File: config.mk
export PLATFORM = sky130hd
export DESIGN_NAME = dmod_prescaler
export DESIGN_NICKNAME = d
export VERILOG_FILES = /design/src/rtl/dmp_pkg.sv /design/src/rtl/dmp_mode_latch.sv /design/src/rtl/dmp_phase_counter.sv /design/src/rtl/dmp_fsm.sv /design/src/rtl/dmod_prescaler.sv
export SDC_FILE = /design/constraint.sdc
export NUM_CORES = 1
export LEC_CHECK = 0
export ABC_AREA = 1
export BUFFER_PORTS_ARGS = -buffer_cell sky130_fd_sc_hd__buf_2
export CELL_PAD_IN_SITES_DETAIL_PLACEMENT = 1
export CELL_PAD_IN_SITES_GLOBAL_PLACEMENT = 2
export CORE_UTILIZATION = 30
export DETAILED_ROUTE_END_ITERATION = 10
export GPL_ROUTABILITY_DRIVEN = 0
export PLACE_DENSITY_LB_ADDON = 0.1
export SLEW_MARGIN = 20
export SYNTH_ARGS = -nofsm -noshare
export SYNTH_HDL_FRONTEND = slang
export SYNTH_HIERARCHICAL = 1
export SYNTH_SLANG_ARGS = --single-unit
File: constraint.sdc
create_clock -name clk_in -period 4.9 [get_ports clk_in]
set_input_delay 0.735 -clock clk_in [delete_from_list [all_inputs] [get_ports clk_in]]
set_output_delay 0.735 -clock clk_in [all_outputs]
set_load 0.05 [all_outputs]
File: src/rtl/dmp_pkg.sv
package dmp_pkg;

    typedef enum logic [1:0] {
        ST_IDLE = 2'd0,
        ST_HIGH = 2'd1,
        ST_LOW  = 2'd2
    } dmp_state_e;

    // number of high cycles in a group of length len
    function automatic int high_len(input int len);
        return (len + 1) / 2;
    endfunction

endpackage

File: src/rtl/dmp_mode_latch.sv
module dmp_mode_latch #(
    parameter int P  = 8,
    parameter int CW = 4
) (
    input  logic          clk_in,
    input  logic          rst_n,
    input  logic          grp_start,
    input  logic          mod_hi,
    output logic [CW-1:0] grp_last,
    output logic [CW-1:0] hi_last
);
    import dmp_pkg::*;

    localparam logic [CW-1:0] LAST_SHORT = CW'(P - 1);
    localparam logic [CW-1:0] LAST_LONG  = CW'(P);
    localparam logic [CW-1:0] HI_SHORT   = CW'(high_len(P) - 1);
    localparam logic [CW-1:0] HI_LONG    = CW'(high_len(P + 1) - 1);

    logic short_q;

    // ratio is taken only on the edge that opens a group
    always_ff @(posedge clk_in or negedge rst_n) begin
        if (!rst_n) begin
            short_q <= 1'b0;
        end else if (grp_start) begin
            short_q <= mod_hi;
        end
    end

    always_comb begin
        grp_last = short_q ? LAST_SHORT : LAST_LONG;
        hi_last  = short_q ? HI_SHORT   : HI_LONG;
    end

endmodule

File: src/rtl/dmp_phase_counter.sv
module dmp_phase_counter #(
    parameter int CW = 4
) (
    input  logic          clk_in,
    input  logic          rst_n,
    input  logic          clr,
    input  logic          inc,
    output logic [CW-1:0] cnt
);

    always_ff @(posedge clk_in or negedge rst_n) begin
        if (!rst_n) begin
            cnt <= '0;
        end else if (clr) begin
            cnt <= '0;
        end else if (inc) begin
            cnt <= cnt + 1'b1;
        end
    end

endmodule

File: src/rtl/dmp_fsm.sv
module dmp_fsm #(
    parameter int CW = 4
) (
    input  logic          clk_in,
    input  logic          rst_n,
    input  logic [CW-1:0] cnt,
    input  logic [CW-1:0] grp_last,
    input  logic [CW-1:0] hi_last,
    output logic          cnt_clr,
    output logic          cnt_inc,
    output logic          grp_start,
    output logic          div_out
);
    import dmp_pkg::*;

    dmp_state_e state_q;
    dmp_state_e state_nx;

    // state register
    always_ff @(posedge clk_in or negedge rst_n) begin
        if (!rst_n) begin
            state_q <= ST_IDLE;
        end else begin
            state_q <= state_nx;
        end
    end

    // next state and counter control
    always_comb begin
        state_nx  = state_q;
        cnt_clr   = 1'b0;
        cnt_inc   = 1'b0;
        grp_start = 1'b0;
        unique case (state_q)
            ST_IDLE: begin
                // T_RELEASE
                state_nx  = ST_HIGH;
                cnt_clr   = 1'b1;
                grp_start = 1'b1;
            end
            ST_HIGH: begin
                cnt_inc = 1'b1;
                if (cnt == hi_last) begin
                    // T_HALF
                    state_nx = ST_LOW;
                end
            end
            ST_LOW: begin
                if (cnt == grp_last) begin
                    // T_WRAP
                    state_nx  = ST_HIGH;
                    cnt_clr   = 1'b1;
                    grp_start = 1'b1;
                end else begin
                    cnt_inc = 1'b1;
                end
            end
            default: begin
                state_nx = ST_IDLE;
            end
        endcase
    end

    // registered output, free of decode glitches
    always_ff @(posedge clk_in or negedge rst_n) begin
        if (!rst_n) begin
            div_out <= 1'b0;
        end else begin
            div_out <= (state_nx == ST_HIGH);
        end
    end

endmodule

File: src/rtl/dmod_prescaler.sv
module dmod_prescaler #(
    parameter int P = 8
) (
    input  logic clk_in,
    input  logic rst_n,
    input  logic mod_hi,
    output logic div_out
);

    localparam int CW = $clog2(P + 2);

    if (P < 3 || P > 128) begin : g_bad_ratio
        $error("dmod_prescaler: P must lie in 3..128");
    end

    logic [CW-1:0] cnt;
    logic [CW-1:0] grp_last;
    logic [CW-1:0] hi_last;
    logic          cnt_clr;
    logic          cnt_inc;
    logic          grp_start;

    dmp_mode_latch #(.P(P), .CW(CW)) u_latch (
        .clk_in    (clk_in),
        .rst_n     (rst_n),
        .grp_start (grp_start),
        .mod_hi    (mod_hi),
        .grp_last  (grp_last),
        .hi_last   (hi_last)
    );

    dmp_phase_counter #(.CW(CW)) u_cnt (
        .clk_in (clk_in),
        .rst_n  (rst_n),
        .clr    (cnt_clr),
        .inc    (cnt_inc),
        .cnt    (cnt)
    );

    dmp_fsm #(.CW(CW)) u_fsm (
        .clk_in    (clk_in),
        .rst_n     (rst_n),
        .cnt       (cnt),
        .grp_last  (grp_last),
        .hi_last   (hi_last),
        .cnt_clr   (cnt_clr),
        .cnt_inc   (cnt_inc),
        .grp_start (grp_start),
        .div_out   (div_out)
    );

endmodule

==> After elaboration in Yosys (flattened, before gate mapping) <==
Cells that the tools add are included.
{ "classes": {"n_reduce_logical": 2, "shifts": 0, "n_mul": 0, "div_mod_pow": 0, "order_cmp": 0, "n_mux": 11, "n_eq_ne": 5, "bitwise": 0, "add_sub_neg": 1} }
{ "op_table": {"columns": ["operator", "count"], "rows": [
  ["two-way mux 4 bit", 3],
  ["case mux 2 bit (3 select lines)", 1],
  ["adder 4 x 1 -> 4 bit (second input constant)", 1],
  ["== test 2 x 1 -> 1 bit (second input constant)", 2],
  ["== test 4 x 3 -> 1 bit", 1],
  ["== test 4 bit", 1],
  ["two-way mux 2 bit", 2],
  ["case mux 1 bit (2 select lines)", 2],
  ["two-way mux 3 bit", 1],
  ["== test 2 bit (second input constant)", 1],
  ["zero test 2 bit", 1],
  ["two-way mux 1 bit", 2],
  ["nonzero test 2 bit", 1]
]} }
{ "totals": {"in_bits": 3, "mem_bits_rw": 0, "register_bits": 8, "mem_bits_ro": 0, "output_inout_bits": 1, "memories": 0, "latch_bits": 0} }

==> Logic depth before layout (Yosys ltp) <==
{ "logic_depth": {"word_depth": 6, "mapped_depth": 13, "ltp_nobuf": 13} }

==> By module <==
Netlist, hierarchy kept.
{ "by_module_without_submodules": {"columns": ["mod", "cells_each", "instances", "seq_area_each_um2", "area_per_inst_um2"], "rows": [
  ["dmp_fsm", 70, 1, 75.1, 390.4],
  ["dmp_phase_counter", 24, 1, 100.1, 201.4],
  ["dmp_mode_latch", 14, 1, 25.0, 100.1]
]} }

==> Worst setup path before layout <==
OpenSTA, ideal clock, no wires.
{ "synth_path": {"path_type": "register to register", "start": "register u_latch.short_q", "end": "register u_cnt.cnt[3]", "path_stages_with_launch": 13, "slack_ns": 3.355, "arrival_ns": 1.426, "n_path_buf": 1, "path_cell_list": "dfrtp_1 buf_4 inv_1 nand2_1 nand2_2 nor2_2 nand2_1 a21oi_2 nor2_1 nor2_2 nor2_4 a21oi_1 nor2_1"} }
{ "synth_between": {"elab_chain_cells": 5, "word_cells_on_any_way": 8} }
{ "synth_rtl": {"columns": ["element", "line_no", "text"], "rows": [
  ["start, declared", "dmp_mode_latch.sv:19", "logic short_q;"],
  ["start signal, assigned", "dmp_mode_latch.sv:26", "short_q <= mod_hi;"],
  ["two-way mux 4 bit", "dmp_mode_latch.sv:31", "grp_last = short_q ? LAST_SHORT : LAST_LONG;"],
  ["named net grp_last[1]", "dmod_prescaler.sv:17", "logic [CW-1:0] grp_last;"],
  ["== test 4 bit", "dmp_fsm.sv:49", "if (cnt == grp_last) begin"],
  ["two-way mux 1 bit", "dmp_fsm.sv:49", null],
  ["case mux 1 bit (2 select lines)", "dmp_fsm.sv:34", "unique case (state_q)"],
  ["named net cnt_inc", "dmod_prescaler.sv:20", "logic cnt_inc;"],
  ["nonzero test 2 bit (no line)", null, null],
  ["end signal, assigned", "dmp_phase_counter.sv:17", "cnt <= cnt + 1'b1;"],
  ["end, declared", "dmp_phase_counter.sv:8", "output logic [CW-1:0] cnt"]
]} }
The timed path passes the listed nets, and every way through them passes these cells.
A chain may end at the register's enable or synchronous reset.

==> Worst setup path in the final report <==
Same ends and word-level chain as after synthesis.

==> results.cfg <==
[sta]
tns_ns = 0
finalCritPeriodShare_pct = 38.01
timing_hold_violations_final = 0
fmax_ghz = 0.5369
grt_setup_unrepaired = false
setup_viol = 0
hold_slack_ns = 0.3259
period_minus_slack_ns = 1.862
finalWorstSetupSlack_ns = 3.038
slew_viol_final = 0
fin_skew_ns = 0.003597

[cells_and_area]
postLayoutCoreUtil_pct = 32.15
diodes = 0
area_delta_synth_final_pct = 1.808
layout-drive-gt1-share_pct = 16.98
fill_cells = 289
final_nets = 116
post-route-cell-area_sq_um = 704.4
final_cell_count_no_fill = 134

[cts]
clk_latency_ns = 0.24
post-cts-setup-buffers = 0
clk_path_buf_depth = 2
cts_root_buf = clkbuf_4
cts.repair.resized = 0
cts_num_sinks = 8
cts_tree = yes
cts.reportedPaths.clkPinSlew_ns = 0.05
cts_hold_buffers = 0
htree_levels = 1
cts_made_buffers = 3

[yosys]
postSynthAreaPerCell_sq_um = 6.407
ys_types = 14
synth_compound_area_share_pct = 3.436
ys_seq_area_share_pct = 28.93
ys_warn_count = 6
synth_seq_cells = 8
synth_mux_area_share_pct = 0
yosys.area_share.simple_pct = 36.89
synth_top_family_by_area = simple AND/OR/NAND/NOR gates
synthXorXnorAreaFrac_pct = 0
yosys.area_share.adder_pct = 9.042
netlist_area_sq_um = 691.9
syn_nets = 116
syn_inst = 108

[detailed_routing]
drt-total-wl_um = 1233
drc = 0
avgRoutedWirePerCell_um = 9.201
first_iter_violations = 4
via_per_inst = 4.224
vias = 566
firstDrtPassIters = 2
antenna_left = 0

[floorplan]
core_sq_um = 2191
dieHeight_um = 50.03
fp.dieW_um = 50.03
die_area_sq_um = 2503
io_pins = 4
num_rows = 17
start_util_pct = 31.58

[pwr]
seqPwrFrac_pct = 28.8
total_power_mw = 0.4121
p_int_mw = 0.2006
switching_share_pct = 51.31
ir_worst_vdd_v = 0.0002167
p_switching_mw = 0.2115
combPwrFrac_pct = 59.8
p_leak_nw = 0.4142
p_per_area_nw_per_um2 = 585.0
power_frac_clock_pct = 11.5

[critical_path]
cp.required_ns = 5.03
path_cells = inv_1, inv_1, nand2_1, nand2_1, nor2_2, nand2_1, a21oi_2, nor2_1, nor2_2, nor2_4, nand3_1, nand2_1, nor2_1
r2r_setup_slack_ns = 3.04
slowest_stage = dfrtp_1
cp_common_cell = nand2_1
timing_worst_setup_path_type = reg -> reg
slowest_delay_ns = 0.55
path_delay_family = simple AND/OR/NAND/NOR gates
path_max_fanout = 12
critPathLaunchType = flip-flop
cp_num_cells = 13
crit_buf_inv = 2
arrival_ns = 1.99
reg2reg_depth = 13
end_kind = flip-flop

[run]
max_cap_violations = 0

[grt]
grt_pass1_vias = 567
grt_pass1_wl_um = 2318
grt.overflow.total = 0
grt_max_degree = 13
antenna_found_initial = 0
grt_usage_pct = 11.92

[placement]
place_ws_ns = 3.048
placedInstanceArea_sq_um = 681.9
io_buffers = 3
dp.cells = 131
place_hpwl_um = 1065

[run_status]
status = complete, no violations

[min_path]
hold_class = in -> async
==> sequential cells by signal, indices dropped and copies added (netlist names) <==
register,count
u_fsm/div_out,1
u_fsm/state_q,2
u_cnt/cnt,4
u_latch/short_q,1
==> cells in the mapped netlist <==
library cell | n | share of area [%]
nand3_1 | 7 | 5.1
nor2_4 | 1 | 1.6
nor2_1 | 7 | 3.8
inv_2 | 3 | 1.6
nand2_2 | 2 | 1.8
nand2_1 | 37 | 20
nor2_2 | 5 | 4.5
a21oi_1 | 3 | 2.2
a21oi_2 | 1 | 1.3
ha_1 | 5 | 9.0
dfrtp_1 | 8 | 29
buf_4 | 8 | 8.7
inv_1 | 20 | 11
conb_1 | 1 | 0.54
==> kinds of logic after synthesis <==
| kind of cell | count (synthesis) |
|---|---|
| compound gates | 4 |
| fa+ha+maj | 5 |
| buf+inv | 31 |
| flops | 8 |
| other cells | 1 |
| simple gates | 59 |
==> routing by layer <==
layer  global-route usage (%)  vias to the layer above  routed length [um]
met3                    1.852                        2                  15
met2                    19.78                        2                 602
met1                    15.33                      260                 603
met5                        0                        -                   0
met4                    4.286                        0                  12
li1                         -                      302                   -
==> cell usage in the layout (no fill, tap or decap), types with 2 or more instances in the layout <==
master    count
nand2_1      37
inv_1        20
dfrtp_1       8
nand3_1       7
nor2_1        7
nor2_2        5
ha_1          5
clkbuf_4      3
buf_2         3
a21oi_1       3
inv_2         3
nand2_2       2
==> path summary, 6_finish.rpt <==
path | from | to
min in group clk_in | u_cnt/cnt[0]$_DFFE_PN0P_ | u_cnt/cnt[0]$_DFFE_PN0P_
setup reg to reg | u_latch/short_q$_DFFE_PN0P_ | u_cnt/cnt[3]$_DFFE_PN0P_
max in group asynchronous | rst_n | u_cnt/cnt[3]$_DFFE_PN0P_
hold reg to reg | u_cnt/cnt[0]$_DFFE_PN0P_ | u_cnt/cnt[0]$_DFFE_PN0P_
hold / removal | rst_n | u_cnt/cnt[2]$_DFFE_PN0P_
setup / recovery | u_latch/short_q$_DFFE_PN0P_ | u_cnt/cnt[3]$_DFFE_PN0P_
==> power by group through the flow <==
stage               Clock (mW)  Combinational, mW  Sequential, mW
finish                  0.0472              0.246           0.119
global route            0.0538              0.291           0.123
CTS                     0.0509              0.254           0.120
detailed placement           0              0.253           0.121
global placement             0              0.249           0.120
floorplan                    0              0.236           0.123
==> layout make-up <==
class / count / area (sq um) / share of cell area [%]
clock buffer: 3 / 22.52 / 3.197
sequential: 8 / 200.2 / 28.42
timing repair buffer: 3 / 15.01 / 2.131
inverter: 23 / 86.33 / 12.26
tap: 28 / 35.03 / 4.973
multi-input combinational: 69 / 345.3 / 49.02
No activity file was read; power rests on OpenSTA's default activity.
